===== src/rtl/sector_cache_pkg.sv =====
package sector_cache_pkg;
    typedef enum logic [1:0] {
        RES_HIT         = 2'b00,
        RES_LINE_MISS   = 2'b01,
        RES_SECTOR_MISS = 2'b10
    } lookup_kind_e;

    typedef enum logic {
        ST_IDLE,
        ST_REFILL
    } ctrl_state_e;
endpackage


===== src/rtl/sector_match.sv =====
module sector_match #(
    parameter int ENTRIES = 8,
    parameter int TAG_W   = 24,
    parameter int LINES   = 4,
    parameter int IDX_W   = 3
) (
    input  logic [ENTRIES-1:0][TAG_W-1:0] tags,
    input  logic [ENTRIES-1:0][LINES-1:0] valids,
    input  logic [TAG_W-1:0]              probe,
    output logic [ENTRIES-1:0]            match_vec,
    output logic                          hit,
    output logic [IDX_W-1:0]              hit_idx,
    output logic [LINES-1:0]              hit_lines
);
    // one comparator per entry; an entry with no valid line never matches
    for (genvar g = 0; g < ENTRIES; g++) begin : g_cmp
        assign match_vec[g] = (|valids[g]) && (tags[g] == probe);
    end

    always_comb begin
        hit_idx = '0;
        for (int i = ENTRIES - 1; i >= 0; i--) begin
            if (match_vec[i]) hit_idx = IDX_W'(i);
        end
        hit       = |match_vec;
        hit_lines = valids[hit_idx];
    end
endmodule


===== src/rtl/sector_lru.sv =====
module sector_lru #(
    parameter int ENTRIES = 8,
    parameter int IDX_W   = 3
) (
    input  logic               clk,
    input  logic               rst_n,
    input  logic               touch,
    input  logic [IDX_W-1:0]   touch_idx,
    input  logic [ENTRIES-1:0] empty_vec,
    output logic [IDX_W-1:0]   victim_idx
);
    localparam logic [IDX_W-1:0] AGE_MAX = IDX_W'(ENTRIES - 1);

    logic [ENTRIES-1:0][IDX_W-1:0] age_q;
    logic [ENTRIES-1:0]            oldest_vec;

    // ages form a permutation of 0..ENTRIES-1; 0 is most recent
    always_ff @(posedge clk) begin
        if (!rst_n) begin
            for (int i = 0; i < ENTRIES; i++) age_q[i] <= IDX_W'(i);
        end else if (touch) begin
            for (int i = 0; i < ENTRIES; i++) begin
                if (IDX_W'(i) == touch_idx)          age_q[i] <= '0;
                else if (age_q[i] < age_q[touch_idx]) age_q[i] <= age_q[i] + 1'b1;
            end
        end
    end

    for (genvar g = 0; g < ENTRIES; g++) begin : g_old
        assign oldest_vec[g] = (age_q[g] == AGE_MAX);
    end

    always_comb begin
        logic found;
        found      = 1'b0;
        victim_idx = '0;
        for (int i = 0; i < ENTRIES; i++) begin
            if (empty_vec[i] && !found) begin
                victim_idx = IDX_W'(i);
                found      = 1'b1;
            end
        end
        if (!found) begin
            for (int i = 0; i < ENTRIES; i++) begin
                if (oldest_vec[i]) victim_idx = IDX_W'(i);
            end
        end
    end


    lru_order_chk: assert property (@(posedge clk) disable iff (!rst_n)
        $countones(oldest_vec) == 1);
endmodule


===== src/rtl/sector_tag_ctrl.sv =====
module sector_tag_ctrl #(
    parameter int ENTRIES    = 8,
    parameter int ADDR_W     = 32,
    parameter int OFFSET_W   = 6,
    parameter int LINE_SEL_W = 2
) (
    input  logic                       clk,
    input  logic                       rst_n,
    input  logic                       lkp_valid,
    input  logic [ADDR_W-1:0]          lkp_addr,
    input  logic                       fill_done,
    output logic                       res_valid,
    output logic [1:0]                 res_kind,
    output logic [$clog2(ENTRIES)-1:0] res_entry,
    output logic                       busy,
    output logic                       fill_req,
    output logic [ADDR_W-1:0]          fill_addr
);
    import sector_cache_pkg::*;

    localparam int LINES = 1 << LINE_SEL_W;
    localparam int TAG_W = ADDR_W - OFFSET_W - LINE_SEL_W;
    localparam int IDX_W = $clog2(ENTRIES);

    ctrl_state_e                   state_q, state_d;
    logic [ENTRIES-1:0][TAG_W-1:0] tags_q;
    logic [ENTRIES-1:0][LINES-1:0] valid_q;
    logic [TAG_W-1:0]              req_tag_q;
    logic [LINE_SEL_W-1:0]         req_line_q;
    logic [IDX_W-1:0]              req_idx_q;
    lookup_kind_e                  req_kind_q;
    logic                          res_valid_q;

    logic [TAG_W-1:0]      probe_tag;
    logic [LINE_SEL_W-1:0] probe_line;
    logic [ENTRIES-1:0]    match_vec, empty_vec;
    logic                  hit;
    logic [IDX_W-1:0]      hit_idx, victim_idx, touch_idx;
    logic [LINES-1:0]      hit_lines;
    lookup_kind_e          kind_now;
    logic                  accept, finish, touch;

    assign probe_tag  = lkp_addr[ADDR_W-1 -: TAG_W];
    assign probe_line = lkp_addr[OFFSET_W +: LINE_SEL_W];

    sector_match #(.ENTRIES(ENTRIES), .TAG_W(TAG_W), .LINES(LINES), .IDX_W(IDX_W)) u_match (
        .tags(tags_q), .valids(valid_q), .probe(probe_tag),
        .match_vec(match_vec), .hit(hit), .hit_idx(hit_idx), .hit_lines(hit_lines)
    );

    for (genvar g = 0; g < ENTRIES; g++) begin : g_empty
        assign empty_vec[g] = ~|valid_q[g];
    end

    sector_lru #(.ENTRIES(ENTRIES), .IDX_W(IDX_W)) u_lru (
        .clk(clk), .rst_n(rst_n), .touch(touch), .touch_idx(touch_idx),
        .empty_vec(empty_vec), .victim_idx(victim_idx)
    );

    assign accept = (state_q == ST_IDLE) && lkp_valid;
    assign finish = (state_q == ST_REFILL) && fill_done;

    always_comb begin
        if (!hit)                 kind_now = RES_SECTOR_MISS;
        else if (hit_lines[probe_line]) kind_now = RES_HIT;
        else                      kind_now = RES_LINE_MISS;
    end

    assign touch     = (accept && kind_now == RES_HIT) || finish;
    assign touch_idx = (state_q == ST_REFILL) ? req_idx_q : hit_idx;

    // next-state logic
    always_comb begin
        state_d = state_q;
        unique case (state_q)
            ST_IDLE:   if (accept && kind_now != RES_HIT) state_d = ST_REFILL;
            ST_REFILL: if (fill_done)                     state_d = ST_IDLE;
        endcase
    end

    // state register
    always_ff @(posedge clk) begin
        if (!rst_n) state_q <= ST_IDLE;
        else        state_q <= state_d;
    end

    // request capture and tag store
    always_ff @(posedge clk) begin
        if (!rst_n) begin
            res_valid_q <= 1'b0;
            req_tag_q   <= '0;
            req_line_q  <= '0;
            req_idx_q   <= '0;
            req_kind_q  <= RES_HIT;
            tags_q      <= '0;
            valid_q     <= '0;
        end else begin
            res_valid_q <= accept;
            if (accept) begin
                req_tag_q  <= probe_tag;
                req_line_q <= probe_line;
                req_kind_q <= kind_now;
                req_idx_q  <= (kind_now == RES_SECTOR_MISS) ? victim_idx : hit_idx;
            end
            if (finish) begin
                if (req_kind_q == RES_SECTOR_MISS) begin
                    tags_q[req_idx_q]  <= req_tag_q;
                    valid_q[req_idx_q] <= LINES'(1) << req_line_q;
                end else begin
                    valid_q[req_idx_q][req_line_q] <= 1'b1;
                end
            end
        end
    end

    // outputs
    always_comb begin
        res_valid = res_valid_q;
        res_kind  = req_kind_q;
        res_entry = req_idx_q;
        busy      = (state_q == ST_REFILL);
        fill_req  = (state_q == ST_REFILL);
        fill_addr = {req_tag_q, req_line_q, {OFFSET_W{1'b0}}};
    end


    tag_unique_chk: assert property (@(posedge clk) disable iff (!rst_n)
        $onehot0(match_vec));

    refill_exit_chk: assert property (@(posedge clk) disable iff (!rst_n)
        (busy && fill_done) |=> !busy && !fill_req);

    miss_enters_refill_chk: assert property (@(posedge clk) disable iff (!rst_n)
        (res_valid && res_kind != RES_HIT) |-> busy);

    realloc_single_line_chk: assert property (@(posedge clk) disable iff (!rst_n)
        (finish && req_kind_q == RES_SECTOR_MISS) |=> $countones(valid_q[req_idx_q]) == 1);

    line_fill_keeps_tag_chk: assert property (@(posedge clk) disable iff (!rst_n)
        (finish && req_kind_q == RES_LINE_MISS) |=> $stable(tags_q));

    busy_ignores_lookup_chk: assert property (@(posedge clk) disable iff (!rst_n)
        (busy && lkp_valid) |=> !res_valid);
endmodule


===== config.mk =====
export PLATFORM = sky130hd
export DESIGN_NAME = sector_tag_ctrl
export DESIGN_NICKNAME = d
export VERILOG_FILES = /design/src/rtl/sector_cache_pkg.sv /design/src/rtl/sector_match.sv /design/src/rtl/sector_lru.sv /design/src/rtl/sector_tag_ctrl.sv
export SDC_FILE = /design/constraint.sdc
export NUM_CORES = 1
export LEC_CHECK = 0
export BUFFER_PORTS_ARGS = -buffer_cell sky130_fd_sc_hd__buf_2
export CAP_MARGIN = 10
export CELL_PAD_IN_SITES_DETAIL_PLACEMENT = 1
export CELL_PAD_IN_SITES_GLOBAL_PLACEMENT = 2
export CORE_AREA = 2 2 179 216
export CTS_BUF_LIST = sky130_fd_sc_hd__clkbuf_8 sky130_fd_sc_hd__clkbuf_16
export CTS_CLUSTER_DIAMETER = 150
export DETAILED_ROUTE_END_ITERATION = 8
export DIE_AREA = 0 0 181 218
export PLACE_DENSITY = 0.95
export SLEW_MARGIN = 15
export SYNTH_ARGS = -nofsm -noshare
export SYNTH_HDL_FRONTEND = slang
export SYNTH_SLANG_ARGS = --single-unit

===== constraint.sdc =====
create_clock -name clk -period 14.71 [get_ports clk]
set_clock_uncertainty 0.15 [all_clocks]
set_input_delay 2.942 -clock clk [delete_from_list [all_inputs] [get_ports clk]]
set_output_delay 2.942 -clock clk [all_outputs]
set_load 0.1 [all_outputs]

==> qor.txt <==
Status: complete, no violations
Final net count: 1945
# DRC: 0
Max incr delay on CP: 0.74 ns
Tcrit/Tclk final: 56.9%
Setup ws final: 6.33 ns
Core area: 37500 sq um
Synth-to-layout area growth: 9.65%
Ports: 76
FP Rows: 78
Die Ht: 218 um
Final setup violation count: 0
Pwr dens: 107 nW/um^2
Htree depth: 1
Hold Startpoint: tags_q[110]
HPWL after DPL: 39200 um
Setup bufs post-CTS: 0
Num CTS Buffers: 31
Clk Tree Root Cell: clkbuf_16
Die W: 181 um
Area fraction in compound gates after synthesis: 16.3%
Placed inst area: 15300 sq um
Cell depth of the worst flop-to-flop path: 14
Overall Global Routing Usage: 28.5%
Cell accounting for the most synthesized area: dfxtp_1
Vias after detailed routing: 14200
Crit path max fanout: 17
Avg Inst Size Synth: 7.77 sq um
CP Capture Type: flip-flop
Post-route antenna net violation count: 0
Post-synthesis xor/xnor area fraction: 11.7%
Slowest CP cell: a31oi_1
Post-Synth Adder-Cell Area: 2.18%
Cells on Worst Hold Path: 2
Slew HR: 20.8%
Global-route wire length before repair: 85800 um
Cells after synthesis: 1909
Number of gates resized after CTS: 0
Vias in the first global route: 14300
Hold Path Class: reg -> reg
Hold Buf Count CTS: 0
EDFF count, synth: 0
Initial core utilization: 39.6%
Finished Cell Area: 16300 sq um
Share of cells above drive strength 1: 8.36%
RSZ-0062 raised after global routing: no
Drt wl/cell: 23.9 um
Vias/cell: 5.94
Synth cell types: 83
CTS tree: built
Cell repeated most along the worst path: nand2_1
ANT cells: 0
WP data required: 15.02 ns
Critical path startpoint category: primary input
Measured slew at the worst slew-check pin: 1.19 ns
Main combinational cell family by area after synthesis: simple AND/OR/NAND/NOR gates
Port bufs: 63
Drt initial violations: 970
R2R Path End: u_lru.age_q[10]
# fillers: 4574
Total Power: 1.73 mW
Largest net degree at the start of global routing: 108
Synth Register Bits: 281
Hold WS: 0.318 ns
Dpl ws: 5.85 ns
Maximum clock path buffer count: 3
Initial antenna violation count: 2
GR Overflow Total: 0
WS Path Type: in -> reg
Worst ir drop on vdd: 86.1 uV
Setup TNS: 0 ns
Mux cell area share after synthesis: 1.53%
Primary FF master, synth: dfxtp_1
Final wirelength: 57000 um
WHS Endpoint: tags_q[110]
Min Tclk post-route: 8.38 ns
Sequential-to-total area share from yosys stat: 37.9%
Clk sinks: 281
Max-slew violation count: 0
Max Freq: 0.119 GHz
Fin. Hold Viols: 0
R2R Path Start: valid_q[20]
Leakage Power: 5.62 nW
Most common cell in the netlist: nand2_1
R2R setup slack: 8.57 ns
Maxcap violations: 0
Crit path cell chain: buf_2 > xor2_1 > or4_1 > nor3b_1 > nand2_1 > a21boi_1 > o211ai_1 > nand2_1 > a211oi_1 > a31oi_1 > ha_1 > o221a_2 > a311oi_1 > o21ai_1 > a221o_1
Skew-Pair Late Insertion Delay: 0.58 ns
Routability cong.: 0.916
Ranking of synthesized cells by area: dfxtp_1 38%, nand2_1 13%, a21oi_1 8.2%
Clock transition at path regs: 0.06 ns
Ys Warns: 0
Simple-Gate Fraction of Synth Area: 25.5%
Die area: 39500 sq um
Synth async-reset ratio: 0%
CP arrival: 8.68 ns
Detailed Routing Iterations Pass 1: 5
Top-area cell type share of the netlist area: 37.9%
Syn Std Cell Area: 14800 sq um
Commonest cells in the netlist: 501 x nand2_1, 281 x dfxtp_1, 242 x a21oi_1
-- area by class of cell --
| type | count | area, sq um | share of cell area, % |
|---|---|---|---|
| tap | 480 | 601 | 3.69 |
| clock inverter | 15 | 116 | 0.715 |
| clock buffer | 36 | 845 | 5.19 |
| multi-input combinational | 1470 | 8530 | 52.4 |
| inverter | 14 | 60.1 | 0.369 |
| timing repair buffer | 87 | 495 | 3.05 |
| sequential | 281 | 5630 | 34.6 |
-- stage by stage --
stage,cells,util (%)
floorplan,1914,-
global placement,2332,40.9
detailed placement,2332,40.9
CTS,2383,43.4
global route,2383,43.4
finish,2383,43.4
-- registers in the layout (all words and copies together), names as in the netlist --
register,flops
busy,1
req_line_q,2
req_tag_q,24
res_entry,3
res_kind,2
res_valid,1
tags_q,192
u_lru.age_q,24
valid_q,32
-- power by group --
group          switching [mW]  internal (mW)
clock network           0.325          0.436
logic                   0.141         0.0410
registers              0.0239          0.768
total                   0.490           1.24
-- metal layers --
layer	vias up	routed length, um	track usage, %
li1	6489	-	-
met1	7091	23500	34.5
met2	431	27900	50.5
met3	149	2910	3.44
met4	2	2640	13.0
met5	-	12	0
-- worst max-delay path, delay by kind of cell --
family | cells | cell delay [ns]
compound gates | 8 | 2.85
simple gates | 4 | 1.88
buf+inv | 1 | 0.43
fa+ha+maj | 1 | 0.40
xor+xnor | 1 | 0.18
-- placed cells by master, fill, tap and decap left out, types with 17 or more instances in the layout --
| cell | n |
|---|---|
| nand2_1 | 501 |
| dfxtp_1 | 281 |
| a21oi_1 | 242 |
| xnor2_1 | 105 |
| xor2_1 | 94 |
| nor2_1 | 76 |
| buf_2 | 63 |
| nor4_1 | 45 |
| a22oi_1 | 35 |
| nand4_1 | 32 |
| nand3_1 | 31 |
| clkbuf_16 | 31 |
| ha_1 | 24 |
| buf_4 | 24 |
| inv_1 | 22 |
| o21ai_0 | 20 |
| mux2i_1 | 18 |
| or4_1 | 17 |
| nor3_1 | 17 |
| o211ai_1 | 17 |
-- worst max-delay path by stage --
| stage | cells past startpoint | endpoint | startpoint | slack [ns] |
|---|---|---|---|---|
| after floorplan | 17 | u_lru.age_q[10] | lkp_addr[21] | 7.27 |
| after global placement | 15 | u_lru.age_q[10] | lkp_addr[20] | 5.94 |
| after detailed placement | 15 | u_lru.age_q[10] | lkp_addr[11] | 5.85 |
| after CTS | 15 | u_lru.age_q[10] | lkp_addr[11] | 6.47 |
| after global routing | 15 | u_lru.age_q[10] | lkp_addr[11] | 6.09 |
| final | 15 | u_lru.age_q[10] | lkp_addr[15] | 6.33 |
-- logic make-up after synthesis --
family | after synthesis
and+or+nand+nor | 820
AOI/OAI and AO/OA | 397
DFF | 281
xor gates and xnor gates | 199
buffers and inverters | 163
adders and majority gates | 26
muxes | 22
other | 1
(Power assumes the default switching activity.)
